**src/rtl/aud_rx_pkg.sv**
```systemverilog
package aud_rx_pkg;
  localparam int SMP_W = 32;
  localparam int LEN_W = 6;

  typedef enum logic [2:0] {
    FMT_LJ   = 3'd0,
    FMT_RJ   = 3'd1,
    FMT_I2S  = 3'd2,
    FMT_DSPA = 3'd3,
    FMT_DSPB = 3'd4
  } fmt_e;

  function automatic logic is_pulse_fmt(fmt_e f);
    return (f == FMT_DSPA) || (f == FMT_DSPB);
  endfunction

  // Effective word length from the control code, the format and the 32-clock detection.
  function automatic logic [LEN_W-1:0] eff_len(logic [1:0] code, fmt_e f, logic short32);
    logic [LEN_W-1:0] n;
    case (code)
      2'd0: n = 6'd16;
      2'd1: n = 6'd20;
      2'd2: n = 6'd24;
      default: n = 6'd32;
    endcase
    if (f == FMT_RJ && code == 2'd3) n = 6'd24;
    if (short32 && !is_pulse_fmt(f)) n = 6'd16;
    return n;
  endfunction

  // The shift register holds the word in its low n bits; move it to the top, zero below.
  function automatic logic [SMP_W-1:0] left_align(logic [SMP_W-1:0] v, logic [LEN_W-1:0] n);
    return v << (6'd32 - n);
  endfunction
endpackage

```
**src/rtl/aud_rx_edge.sv**
```systemverilog
module aud_rx_edge #(
  parameter int NCH = 3
) (
  input  logic           clk,
  input  logic           rst_n,
  input  logic           lr_inv_i,
  input  logic           bclk_inv_i,
  input  logic           bclk_i,
  input  logic           lrclk_i,
  input  logic [NCH-1:0] din_i,
  output logic           rise_o,
  output logic           lr_o,
  output logic [NCH-1:0] din_o
);
  logic bclk_e, bclk_q;

  assign bclk_e = bclk_i ^ bclk_inv_i;
  assign rise_o = bclk_e & ~bclk_q;
  assign lr_o   = lrclk_i ^ lr_inv_i;
  assign din_o  = din_i;

  always_ff @(posedge clk) begin
    if (!rst_n) bclk_q <= 1'b0;
    else        bclk_q <= bclk_e;
  end

  AST_RISE_SPACED: assert property (@(posedge clk) disable iff (!rst_n)
    rise_o |=> !rise_o);
endmodule

```
**src/rtl/aud_rx_frame.sv**
```systemverilog
module aud_rx_frame
  import aud_rx_pkg::*;
#(
  parameter int NCH = 3,
  parameter int CW  = 8
) (
  input  logic                      clk,
  input  logic                      rst_n,
  input  fmt_e                      fmt_i,
  input  logic [1:0]                wl_i,
  input  logic                      rise_i,
  input  logic                      lr_i,
  input  logic [NCH-1:0]            din_i,
  output logic [NCH-1:0]            wdone_o,
  output logic                      wleft_o,
  output logic [NCH-1:0][SMP_W-1:0] wdata_o
);
  localparam int NSLOT = 2 * NCH;
  localparam int SLW   = $clog2(NSLOT);
  localparam logic [CW-1:0] CMAX = {CW{1'b1}};

  logic                      lr_prev, short_q, run_q, side_q;
  logic [CW-1:0]             cnt_q, fcnt_q, cnt_new, off;
  logic [LEN_W-1:0]          bpos_q, idx, len;
  logic [SLW-1:0]            slot_q, sl;
  logic [NCH-1:0][SMP_W-1:0] sh_q, sh_n;
  logic trans, rise_lr, pulse, rj, start, begin_w, cap, side, wfin;

  always_comb begin
    trans   = rise_i & (lr_i != lr_prev);
    rise_lr = trans & lr_i;
    pulse   = is_pulse_fmt(fmt_i);
    rj      = (fmt_i == FMT_RJ);
    start   = pulse ? rise_lr : trans;
    cnt_new = start ? '0 : ((cnt_q == CMAX) ? cnt_q : cnt_q + 1'b1);
    off     = (fmt_i == FMT_I2S || fmt_i == FMT_DSPA) ? CW'(1) : '0;
    len     = eff_len(wl_i, fmt_i, short_q);
    begin_w = rise_i & ~rj & (cnt_new == off);
    cap     = begin_w | (rise_i & ~rj & run_q);
    idx     = begin_w ? '0 : bpos_q;
    sl      = begin_w ? '0 : slot_q;
    side    = begin_w ? ((fmt_i == FMT_I2S) ? ~lr_i : lr_i) : side_q;
    wfin    = cap & (idx == len - 6'd1);
  end

  for (genvar k = 0; k < NCH; k++) begin : g_ch
    assign sh_n[k] = {sh_q[k][SMP_W-2:0], din_i[k]};
    assign wdone_o[k] = rj    ? trans :
                        pulse ? (wfin & (sl[SLW-1:1] == (SLW-1)'(k))) : wfin;
    assign wdata_o[k] = rj    ? left_align(sh_q[k], len) :
                        pulse ? left_align(sh_n[0], len) : left_align(sh_n[k], len);
  end

  assign wleft_o = rj ? lr_prev : (pulse ? ~sl[0] : side);

  always_ff @(posedge clk) begin
    if (!rst_n) begin
      lr_prev <= 1'b0;
      cnt_q   <= CMAX;
      fcnt_q  <= '0;
      short_q <= 1'b0;
      run_q   <= 1'b0;
      bpos_q  <= '0;
      slot_q  <= '0;
      side_q  <= 1'b0;
      sh_q    <= '0;
    end else if (rise_i) begin
      lr_prev <= lr_i;
      cnt_q   <= cnt_new;
      sh_q    <= sh_n;
      fcnt_q  <= rise_lr ? CW'(1) : ((fcnt_q == CMAX) ? fcnt_q : fcnt_q + 1'b1);
      if (rise_lr) short_q <= (fcnt_q == CW'(32));
      if (cap) begin
        side_q <= side;
        if (idx < len - 6'd1) begin
          run_q  <= 1'b1;
          bpos_q <= idx + 1'b1;
          slot_q <= sl;
        end else if (wfin && pulse && sl < SLW'(NSLOT - 1)) begin
          run_q  <= 1'b1;
          bpos_q <= '0;
          slot_q <= sl + 1'b1;
        end else begin
          run_q  <= 1'b0;
        end
      end
    end
  end

  AST_DONE_ON_RISE: assert property (@(posedge clk) disable iff (!rst_n)
    (|wdone_o) |-> rise_i);
  AST_PULSE_ONE_WORD: assert property (@(posedge clk) disable iff (!rst_n)
    pulse |-> $onehot0(wdone_o));
  AST_RJ_AT_TRANSITION: assert property (@(posedge clk) disable iff (!rst_n)
    (rj && (|wdone_o)) |=> (lr_prev != $past(lr_prev)));
  AST_SHORT_AT_RISING: assert property (@(posedge clk) disable iff (!rst_n)
    !$stable(short_q) |-> $past(rise_lr));
endmodule

```
**src/rtl/aud_rx_pair.sv**
```systemverilog
module aud_rx_pair
  import aud_rx_pkg::*;
(
  input  logic             clk,
  input  logic             rst_n,
  input  logic             wdone_i,
  input  logic             wleft_i,
  input  logic [SMP_W-1:0] wdata_i,
  output logic [SMP_W-1:0] smp_l_o,
  output logic [SMP_W-1:0] smp_r_o,
  output logic             vld_o
);
  logic [SMP_W-1:0] pend_q;
  logic             got_l_q;

  always_ff @(posedge clk) begin
    if (!rst_n) begin
      pend_q  <= '0;
      got_l_q <= 1'b0;
      smp_l_o <= '0;
      smp_r_o <= '0;
      vld_o   <= 1'b0;
    end else begin
      vld_o <= 1'b0;
      if (wdone_i && wleft_i) begin
        pend_q  <= wdata_i;
        got_l_q <= 1'b1;
      end else if (wdone_i && got_l_q) begin
        smp_l_o <= pend_q;
        smp_r_o <= wdata_i;
        vld_o   <= 1'b1;
        got_l_q <= 1'b0;
      end
    end
  end

  AST_VLD_PULSE: assert property (@(posedge clk) disable iff (!rst_n)
    vld_o |=> !vld_o);
  AST_VLD_AFTER_LEFT: assert property (@(posedge clk) disable iff (!rst_n)
    vld_o |-> $past(got_l_q));
endmodule

```
**src/rtl/aud_rx_top.sv**
```systemverilog
module aud_rx_top
  import aud_rx_pkg::*;
#(
  parameter int NCH = 3,
  parameter int CW  = 8
) (
  input  logic                      clk,
  input  logic                      rst_n,
  input  logic [2:0]                fmt_i,
  input  logic [1:0]                wl_i,
  input  logic                      lr_inv_i,
  input  logic                      bclk_inv_i,
  input  logic                      bclk_i,
  input  logic                      lrclk_i,
  input  logic [NCH-1:0]            din_i,
  output logic [NCH-1:0][SMP_W-1:0] smp_l_o,
  output logic [NCH-1:0][SMP_W-1:0] smp_r_o,
  output logic [NCH-1:0]            smp_vld_o
);
  logic                      rise, lr, wleft;
  logic [NCH-1:0]            din_s, wdone;
  logic [NCH-1:0][SMP_W-1:0] wdata;

  aud_rx_edge #(.NCH(NCH)) u_edge (
    .clk(clk), .rst_n(rst_n), .lr_inv_i(lr_inv_i), .bclk_inv_i(bclk_inv_i),
    .bclk_i(bclk_i), .lrclk_i(lrclk_i), .din_i(din_i),
    .rise_o(rise), .lr_o(lr), .din_o(din_s)
  );

  aud_rx_frame #(.NCH(NCH), .CW(CW)) u_frame (
    .clk(clk), .rst_n(rst_n), .fmt_i(fmt_e'(fmt_i)), .wl_i(wl_i),
    .rise_i(rise), .lr_i(lr), .din_i(din_s),
    .wdone_o(wdone), .wleft_o(wleft), .wdata_o(wdata)
  );

  for (genvar k = 0; k < NCH; k++) begin : g_pair
    aud_rx_pair u_pair (
      .clk(clk), .rst_n(rst_n), .wdone_i(wdone[k]), .wleft_i(wleft),
      .wdata_i(wdata[k]), .smp_l_o(smp_l_o[k]), .smp_r_o(smp_r_o[k]),
      .vld_o(smp_vld_o[k])
    );
  end
endmodule

```
**config.mk**
```make
export PLATFORM = sky130hd
export DESIGN_NAME = aud_rx_top
export DESIGN_NICKNAME = d
export VERILOG_FILES = /design/src/rtl/aud_rx_pkg.sv /design/src/rtl/aud_rx_edge.sv /design/src/rtl/aud_rx_frame.sv /design/src/rtl/aud_rx_pair.sv /design/src/rtl/aud_rx_top.sv
export SDC_FILE = /design/constraint.sdc
export NUM_CORES = 1
export LEC_CHECK = 0
export ABC_CLOCK_PERIOD_IN_PS = 7400
export BUFFER_PORTS_ARGS = -buffer_cell sky130_fd_sc_hd__buf_2
export CORE_AREA = 2 2 190 192
export DETAILED_ROUTE_END_ITERATION = 6
export DIE_AREA = 0 0 192 194
export GPL_TIMING_DRIVEN = 0
export PLACE_DENSITY = 0.79
export SYNTH_ARGS = -nofsm -noshare
export SYNTH_HDL_FRONTEND = slang
export SYNTH_SLANG_ARGS = --single-unit
```
**constraint.sdc**
```tcl
create_clock -name clk -period 7.4 [get_ports clk]
set_clock_uncertainty 0.2 [all_clocks]
set_input_delay 0.74 -clock clk [delete_from_list [all_inputs] [get_ports clk]]
set_output_delay 0.74 -clock clk [all_outputs]
set_load 0.02 [all_outputs]
```
==> results of run 1 <==
==> cells in the final DEF, fill, tap and decap left out, types with 7 or more instances in the layout <==
cell type,synthesis,final
a211oi_1,29,29
a21o_1,7,7
a21oi_1,255,255
a221o_1,7,7
a22oi_1,7,7
a31oi_1,10,10
and2_1,25,25
and3_1,12,12
buf_1,9,8
buf_2,29,238
buf_4,12,12
buf_6,12,12
clkbuf_1,153,153
clkbuf_16,0,42
clkinv_2,0,9
dfxtp_1,420,420
ha_1,10,10
inv_1,8,8
mux2_2,11,11
mux2i_1,256,256
mux4_2,21,21
nand2_1,492,492
nand3_1,148,148
nor2_1,129,129
nor3_1,23,23
o211ai_1,38,38
o21ai_0,153,153
o21ai_1,10,10
o221ai_1,10,10
o22ai_1,8,8
o2bb2ai_1,12,12
o31ai_1,8,8
or3_1,8,8
==> registers in the layout, summed over array words and instances (netlist names) <==
register	count
g_pair.u_pair.got_l_q	3
g_pair.u_pair.pend_q	96
g_pair.u_pair.smp_l_o	96
g_pair.u_pair.smp_r_o	96
g_pair.u_pair.vld_o	3
u_edge.bclk_q	1
u_frame.bpos_q	6
u_frame.cnt_q	8
u_frame.fcnt_q	8
u_frame.lr_prev	1
u_frame.run_q	1
u_frame.sh_n	93
u_frame.sh_q	3
u_frame.short_q	1
u_frame.side_q	1
u_frame.slot_q	3
==> metrics by stage <==
step	instances	cell area, sq um	setup slack [ns]	hold WS [ns]
after floorplan	2455	20400	1.28	0.234
after global routing	3195	23500	0.0595	0.270
after global placement	3123	22000	-1.33	0.243
after detailed placement	3124	22000	-1.27	0.247
after CTS	3195	23500	0.470	0.256
final	3196	23500	0.314	0.257
==> synth_stat cells, types with 4 or more instances <==
cell / instances
a211oi_1: 29
and4_1: 4
mux2i_1: 256
nand3_1: 148
xor2_1: 5
nor4_1: 4
a21oi_1: 255
or3_1: 8
nand2_1: 492
dfxtp_1: 420
buf_6: 12
nor2_1: 129
mux4_2: 21
buf_2: 29
o31ai_1: 8
a31o_2: 6
xnor2_1: 6
o21ai_1: 10
nand4_1: 4
inv_1: 8
a211o_1: 4
buf_4: 12
and2_1: 25
a32oi_1: 6
clkbuf_1: 153
a31oi_1: 10
ha_1: 10
o21ai_0: 153
o22ai_1: 8
nand2b_1: 4
a22oi_1: 7
nand3b_1: 4
o211ai_1: 38
mux2_4: 4
a221o_1: 7
nor3_1: 23
o221ai_1: 10
buf_1: 9
a21o_1: 7
mux2_2: 11
o2bb2ai_1: 12
and3_1: 12
o21a_1: 4
==> worst max-delay path, stage by stage <==
cell	delay [ns]
buf_2	0.10
buf_2	0.16
or3b_1	0.25
and2_1	0.14
buf_2	0.31
clkbuf_1	0.56
buf_2	0.47
nor2_1	0.08
o21ai_0	0.16
ha_1	0.20
clkbuf_1	0.56
o21a_1	0.23
a211oi_2	0.09
inv_2	0.55
ha_1	0.24
nand2_1	0.05
nor2_1	0.30
nand3_1	0.12
a21oi_1	0.45
o21bai_1	0.32
o31a_1	0.22
buf_2	0.21
clkbuf_1	0.45
o311ai_0	0.25
a21oi_1	0.18
==> power groups by stage <==
stage	Combinational, W	Sequential (W)	Clock, W
2_1_floorplan	0.000393	0.00233	0
3_3_place_gp	0.000625	0.00234	0
3_5_place_dp	0.000633	0.00234	0
4_1_cts	0.000634	0.00229	0.00222
5_1_grt	0.000691	0.00229	0.00231
6_report	0.000669	0.00229	0.00223
==> final cells by class <==
cell class | instances | area (sq um)
Buffer | 214 | 993
Fill cell | 2723 | 11800
Clock buffer | 50 | 1130
Sequential cell | 420 | 8410
Timing Repair Buffer | 208 | 1040
Tap cell | 461 | 577
Clock inverter | 23 | 288
Antenna cell | 1 | 2.50
Inverter | 10 | 37.5
Multi-Input combinational cell | 1809 | 11000
==> worst paths after layout <==
kind / slack (ns) / cells after the start / start / to
setup / recovery: 0.31 / 25 / fmt_i[2] / g_pair[2].u_pair.smp_r_o[27]$_SDFFE_PN0P_
hold / removal: 0.26 / 2 / g_pair[1].u_pair.smp_r_o[25]$_SDFFE_PN0P_ / g_pair[1].u_pair.smp_r_o[25]$_SDFFE_PN0P_
setup reg to reg: 0.66 / 21 / u_frame.short_q$_SDFFE_PN0P_ / g_pair[2].u_pair.smp_r_o[27]$_SDFFE_PN0P_
hold reg to reg: 0.26 / 2 / g_pair[1].u_pair.smp_r_o[25]$_SDFFE_PN0P_ / g_pair[1].u_pair.smp_r_o[25]$_SDFFE_PN0P_
==> what timing repair did <==
action | 4_1_cts | 5_1_grt
endpoints found under the setup margin | 297 | 4
buffers inserted | 0 | 0
resized for setup | 1 | 2
==> cell families (layout without fill, tap and decap cells) <==
family | Yosys count | after routing
multiplexers | 292 | 292
other | 1 | 2
adder cells (fa/ha/maj) | 10 | 10
AND/OR/NAND/NOR | 882 | 882
XOR/XNOR | 11 | 11
flip-flops | 420 | 420
buffers and inverters | 226 | 505
AO/OA/AOI/OAI | 613 | 613
==> routing by layer <==
layer / global-route usage [%] / vias to the layer above
met3: 12.6 / 353
met5: 0 / -
met1: 58.4 / 10100
met2: 68.2 / 1628
li1: - / 9188
met4: 22.7 / 0
==> reports/results.ini, run 1 <==
[run_status]
status=complete, but fails checks
violations=DRC

[drt]
first_pass_iters=7
ant_nets=0
viasPerCell=6.66
via_count=21300
highest_layer=met4
drc_errors=13
finalWirelength_um=85400
wl_met2_um=36800
drt_iter0_markers=2761
routedWlPerCell_um=26.7
wl_met3_um=10500
wl_met1_um=32800

[sta]
slew_headroom_pct=12.0
setup_viol=0
fin_setup_tns_ns=0
slew_viol_final=0
fin_crit_ns=7.09
hold_viol=0
rsz0062_at_grt=no
fmax_mhz=141
post-route-period-util_pct=95.8
worst_pin_slew_ns=1.32

[floorplanning]
num_io_pins=209
die_y_um=194
dieArea_sq_um=37200
fp.coreArea_sq_um=35200
std_cell_rows=69
start_util_pct=58.0
die_w_um=192

[logic_synthesis]
synth_top_area_share_pct=41.2
synth.mux.area_fraction_pct=15.8
synth_xor_area_share_pct=0.472
synth.avg_cell_area_sq_um=8.32
synth_fp_nets=2479
synth_simple_gate_area_share_pct=18.8
synth-edff-count=0
synth_compound_area_share_pct=18.1
syn-cell-area_sq_um=20400
ys_seq_area_share_pct=41.2
synthCells=2455
yosys_warnings=0
synth.distinct_cells=85
yosys_most_used_dff=dfxtp_1
yosysTopAreaCell=dfxtp_1
synth_fa_ha_area_share_pct=0.613
synth_area_leaders=dfxtp_1 (41%), mux2i_1 (13%), nand2_1 (9.0%)
synth_seq_cells=420
synth_top_family_by_area=simple AND/OR/NAND/NOR gates
async_flop_share_pct=0

[clock_network]
cts-root-buf=clkbuf_16
clock_path_buffers=3
clk_latency_ns=0.59
cts_tree=yes
htree_num_levels=2
cts.sink_count=420
postCtsHoldBufs=0
numCtsBuffers=42
path_clk_slew_ns=0.07

[pwr]
power.share.clock_pct=43.0
power.leakage_nw=9.53
power.density_nw_per_um2=221
peakVddDrop_uv=291
power_frac_comb_pct=12.9
swShare_pct=28.5
switchingPower_w=0.00148
p_total_w=0.00519
p_seq_share_pct=44.1
power.internal_w=0.00371

[global_route]
grt_pass1_wl_um=125000
grt_max_degree=26
antenna_found_initial=1
grt_pass1_vias=20100
grt_remaining_overflow=0
grtUsageTotal_pct=44.9

[placed_design]
dpl.hpwl_um=64400
gp_congestion=1.02
placement.io_buffers=207

[worst_setup_path]
worstPathArrival_ns=7.40
start_kind=primary input
critical_path_class=primary input to register
critPathMaxFanout=25
crit_path_end_kind=register
cp_data_required_time_ns=7.71

[final_layout]
area_growth_pct=14.9
drive_gt1_share_pct=14.6
nets=2729
utilization_pct=66.6

[flow_run]
cap_viol_max_count=0

[hold_path]
min_path_type=register to register

No activity file was read; power rests on OpenSTA's default activity.
==> run 2, diff against run 1 <==
- CORE_AREA: 2 2 190 192 -> 2 2 188 190
- CTS_BUF_LIST: unset -> sky130_fd_sc_hd__clkbuf_8
- DIE_AREA: 0 0 192 194 -> 0 0 190 192
- PLACE_DENSITY: 0.79 -> 0.8
==> reports/results.ini, run 2 (synthesized netlist as in run 1, its figures left out) <==
[final_layout]
utilization_pct=68.6  ; +2.0 points
layout_common_cells=nand2_1 (492), dfxtp_1 (420), mux2i_1 (256)
area_growth_pct=15.1
reg_top3=g_pair.u_pair.pend_q x96, g_pair.u_pair.smp_l_o x96, g_pair.u_pair.smp_r_o x96
nets=2757  ; +1.0%
drive_gt1_share_pct=15.6  ; +1.0 points
nFillCells=2617  ; -3.9%
layout.cells.most_common=nand2_1
final_cells=3239  ; +1.3%

[floorplanning]
std_cell_rows=68  ; -1.4%
fp.coreArea_sq_um=34300  ; -2.7%
num_io_pins=209  ; unchanged
dieArea_sq_um=36500  ; -2.1%
die_y_um=192  ; -1.0%
start_util_pct=59.6  ; +1.6 points
die_w_um=190  ; -1.0%

[sta]
fin_crit_ns=7.28  ; +0.190 ns
slew_headroom_pct=0.924  ; -11 points
rsz0062_at_grt=no
fin_setup_tns_ns=0  ; unchanged
slew_viol_final=0  ; unchanged
post-route-period-util_pct=98.3  ; +2.6 points
worst_pin_slew_ns=1.47  ; +0.147 ns
fmax_mhz=137  ; -2.6%
setup_viol=0  ; unchanged
hold_ws_ns=0.220  ; -0.0369 ns
hold_viol=0  ; unchanged

[worst_setup_path]
timing.rr.start=u_frame.short_q$_SDFFE_PN0P_
critPathMaxFanout=16  ; -36%
r2r_cells=22  ; +4.8%
worstPathArrival_ns=7.66  ; +0.26 ns
r2r_setup_slack_ns=0.32  ; -0.34 ns
critical_path_class=primary input to register
start_kind=primary input
cp_data_required_time_ns=7.79  ; +0.08 ns
cp-startpoint=fmt_i[2]
crit_path_end_kind=register
worst_r2r_endpoint=g_pair[0].u_pair.pend_q[21]$_SDFFE_PN0P_

[clock_network]
path_clk_slew_ns=0.06  ; about the same
postCtsHoldBufs=0  ; unchanged
clock_path_buffers=3  ; unchanged
clk_latency_ns=0.68  ; +0.09 ns
cts-root-buf=clkbuf_8
numCtsBuffers=69  ; +64%
cts.sink_count=420  ; unchanged
htree_num_levels=3  ; +1
cts_tree=yes

[pwr]
peakVddDrop_uv=217  ; -25%
power.share.clock_pct=42.4  ; -0.6 points
p_seq_share_pct=44.6  ; +0.5 points
power_frac_comb_pct=13.0  ; about the same
swShare_pct=29.4  ; +0.94 points
p_total_w=0.00513  ; -1.2%
power.leakage_nw=9.65  ; +1.3%
power.density_nw_per_um2=218  ; -1.4%
switchingPower_w=0.00151  ; +2.0%
power.internal_w=0.00362  ; -2.5%

[placed_design]
place_inst=3118  ; -0.19%
dpl.hpwl_um=63600  ; -1.2%
placement.io_buffers=207  ; unchanged
gp_congestion=1.08  ; +5.9%

[hold_path]
hold_depth=3  ; +1
holdPathEnd=u_edge.bclk_q$_SDFF_PN0_
min_path_type=primary input to register
worstHoldStart=bclk_i

[drt]
viasPerCell=6.68  ; +0.37%
first_pass_iters=7  ; unchanged
finalWirelength_um=85500  ; +0.14%
via_count=21600  ; +1.7%
drc_errors=1  ; -12
routedWlPerCell_um=26.4  ; -1.2%
drt_iter0_markers=3306  ; +20%
ant_nets=0  ; unchanged

[global_route]
grtUsageTotal_pct=45.5  ; +0.59 points
grt_max_degree=17  ; -35%
antenna_found_initial=1  ; unchanged
grt_pass1_wl_um=124000  ; -1.1%
grt_pass1_vias=20000  ; -0.37%
grt_remaining_overflow=0  ; unchanged

[run_status]
status=complete, but fails checks
violations=DRC, capacitance limit

[flow_run]
cap_viol_max_count=1  ; +1

run 2: cell count changes in the layout (fill, tap and decap cells not counted), sizes merged:
| cell | previous run | this run |
|---|---|---|
| diode | 1 | 2 |
| inv | 11 | 29 |
| clkinvlp | 4 | 2 |
| clkbuf | 201 | 242 |
| buf | 271 | 269 |
| clkinv | 13 | 8 |
| bufinv | 5 | 3 |
run 2: power groups by stage:
stage / Sequential, W / Clock, W / Combinational [W]
2_1_floorplan: 0.00233 / 0 / 0.000393
3_3_place_gp: 0.00234 / 0 / 0.000620
3_5_place_dp: 0.00234 / 0 / 0.000625
4_1_cts: 0.00229 / 0.00215 / 0.000629
5_1_grt: 0.00229 / 0.00225 / 0.000681
6_report: 0.00229 / 0.00217 / 0.000666
run 2: per-layer routing:
layer | vias up | share of wire (%) | track usage [%]
met2 | 1702 | 44 | 71.5
met3 | 334 | 13 | 12.5
li1 | 9258 | - | -
met4 | 0 | 5.2 | 21.2
met1 | 10300 | 38 | 58.2
met5 | - | 0 | 0
run 2: cell type report:
class / instances / area [sq um] / share of cell area [%]
Multi-Input combinational cell: 1809 / 11000 / 46.7
Tap cell: 455 / 569 / 2.42
Timing Repair Buffer: 208 / 1040 / 4.43
Buffer: 215 / 1000 / 4.27
Clock buffer: 88 / 1210 / 5.15
Sequential cell: 420 / 8410 / 35.8
Inverter: 10 / 37.5 / 0.160
Antenna cell: 2 / 5.00 / 0.0213
Clock inverter: 32 / 249 / 1.06
run 2: what timing repair did:
action | CTS | global route
endpoints found under the setup margin | 260 | 177
setup buffers | 0 | 0
cloned | 0 | 0
gates resized for setup | 2 | 5
run 2: stage by stage:
step	instance area, sq um	setup slack, ns
6_report	23500	0.124
5_1_grt	23500	0.0151
4_1_cts	23500	0.150
3_5_place_dp	22000	-1.24
3_3_place_gp	22000	-1.20
2_1_floorplan	20400	1.28
run 2: critical path, stage by stage:
cell and delay, ns:
buf_2 0.08, buf_2 0.19, or3b_2 0.18, clkbuf_1 0.45, clkbuf_2 0.44, clkbuf_1 0.53, a21oi_1 0.14, o21ai_0 0.22
ha_1 0.22, clkbuf_1 0.62, o21a_1 0.24, a211oi_2 0.11, inv_2 0.35, clkbuf_2 0.46, ha_1 0.21, nand2_1 0.06
nor2_1 0.29, nand3_1 0.15, a21oi_2 0.33, o32a_1 0.42, a21boi_0 0.24, buf_2 0.36, clkbuf_1 0.37, nand3_1 0.17
o21ai_0 0.11
run 2: worst max-delay path by stage:
stage                                                           to  slack [ns]  cells past startpoint
final                     g_pair[0].u_pair.pend_q[21]$_SDFFE_PN0P_        0.12                     25
after detailed placement  g_pair[0].u_pair.pend_q[20]$_SDFFE_PN0P_       -1.24                     26
after CTS                 g_pair[0].u_pair.pend_q[20]$_SDFFE_PN0P_        0.15                     24
after global routing      g_pair[0].u_pair.pend_q[21]$_SDFFE_PN0P_        0.02                     25
after global placement    g_pair[2].u_pair.smp_l_o[2]$_SDFFE_PN0P_       -1.20                     26
after floorplan           g_pair[0].u_pair.pend_q[20]$_SDFFE_PN0P_        1.28                     24
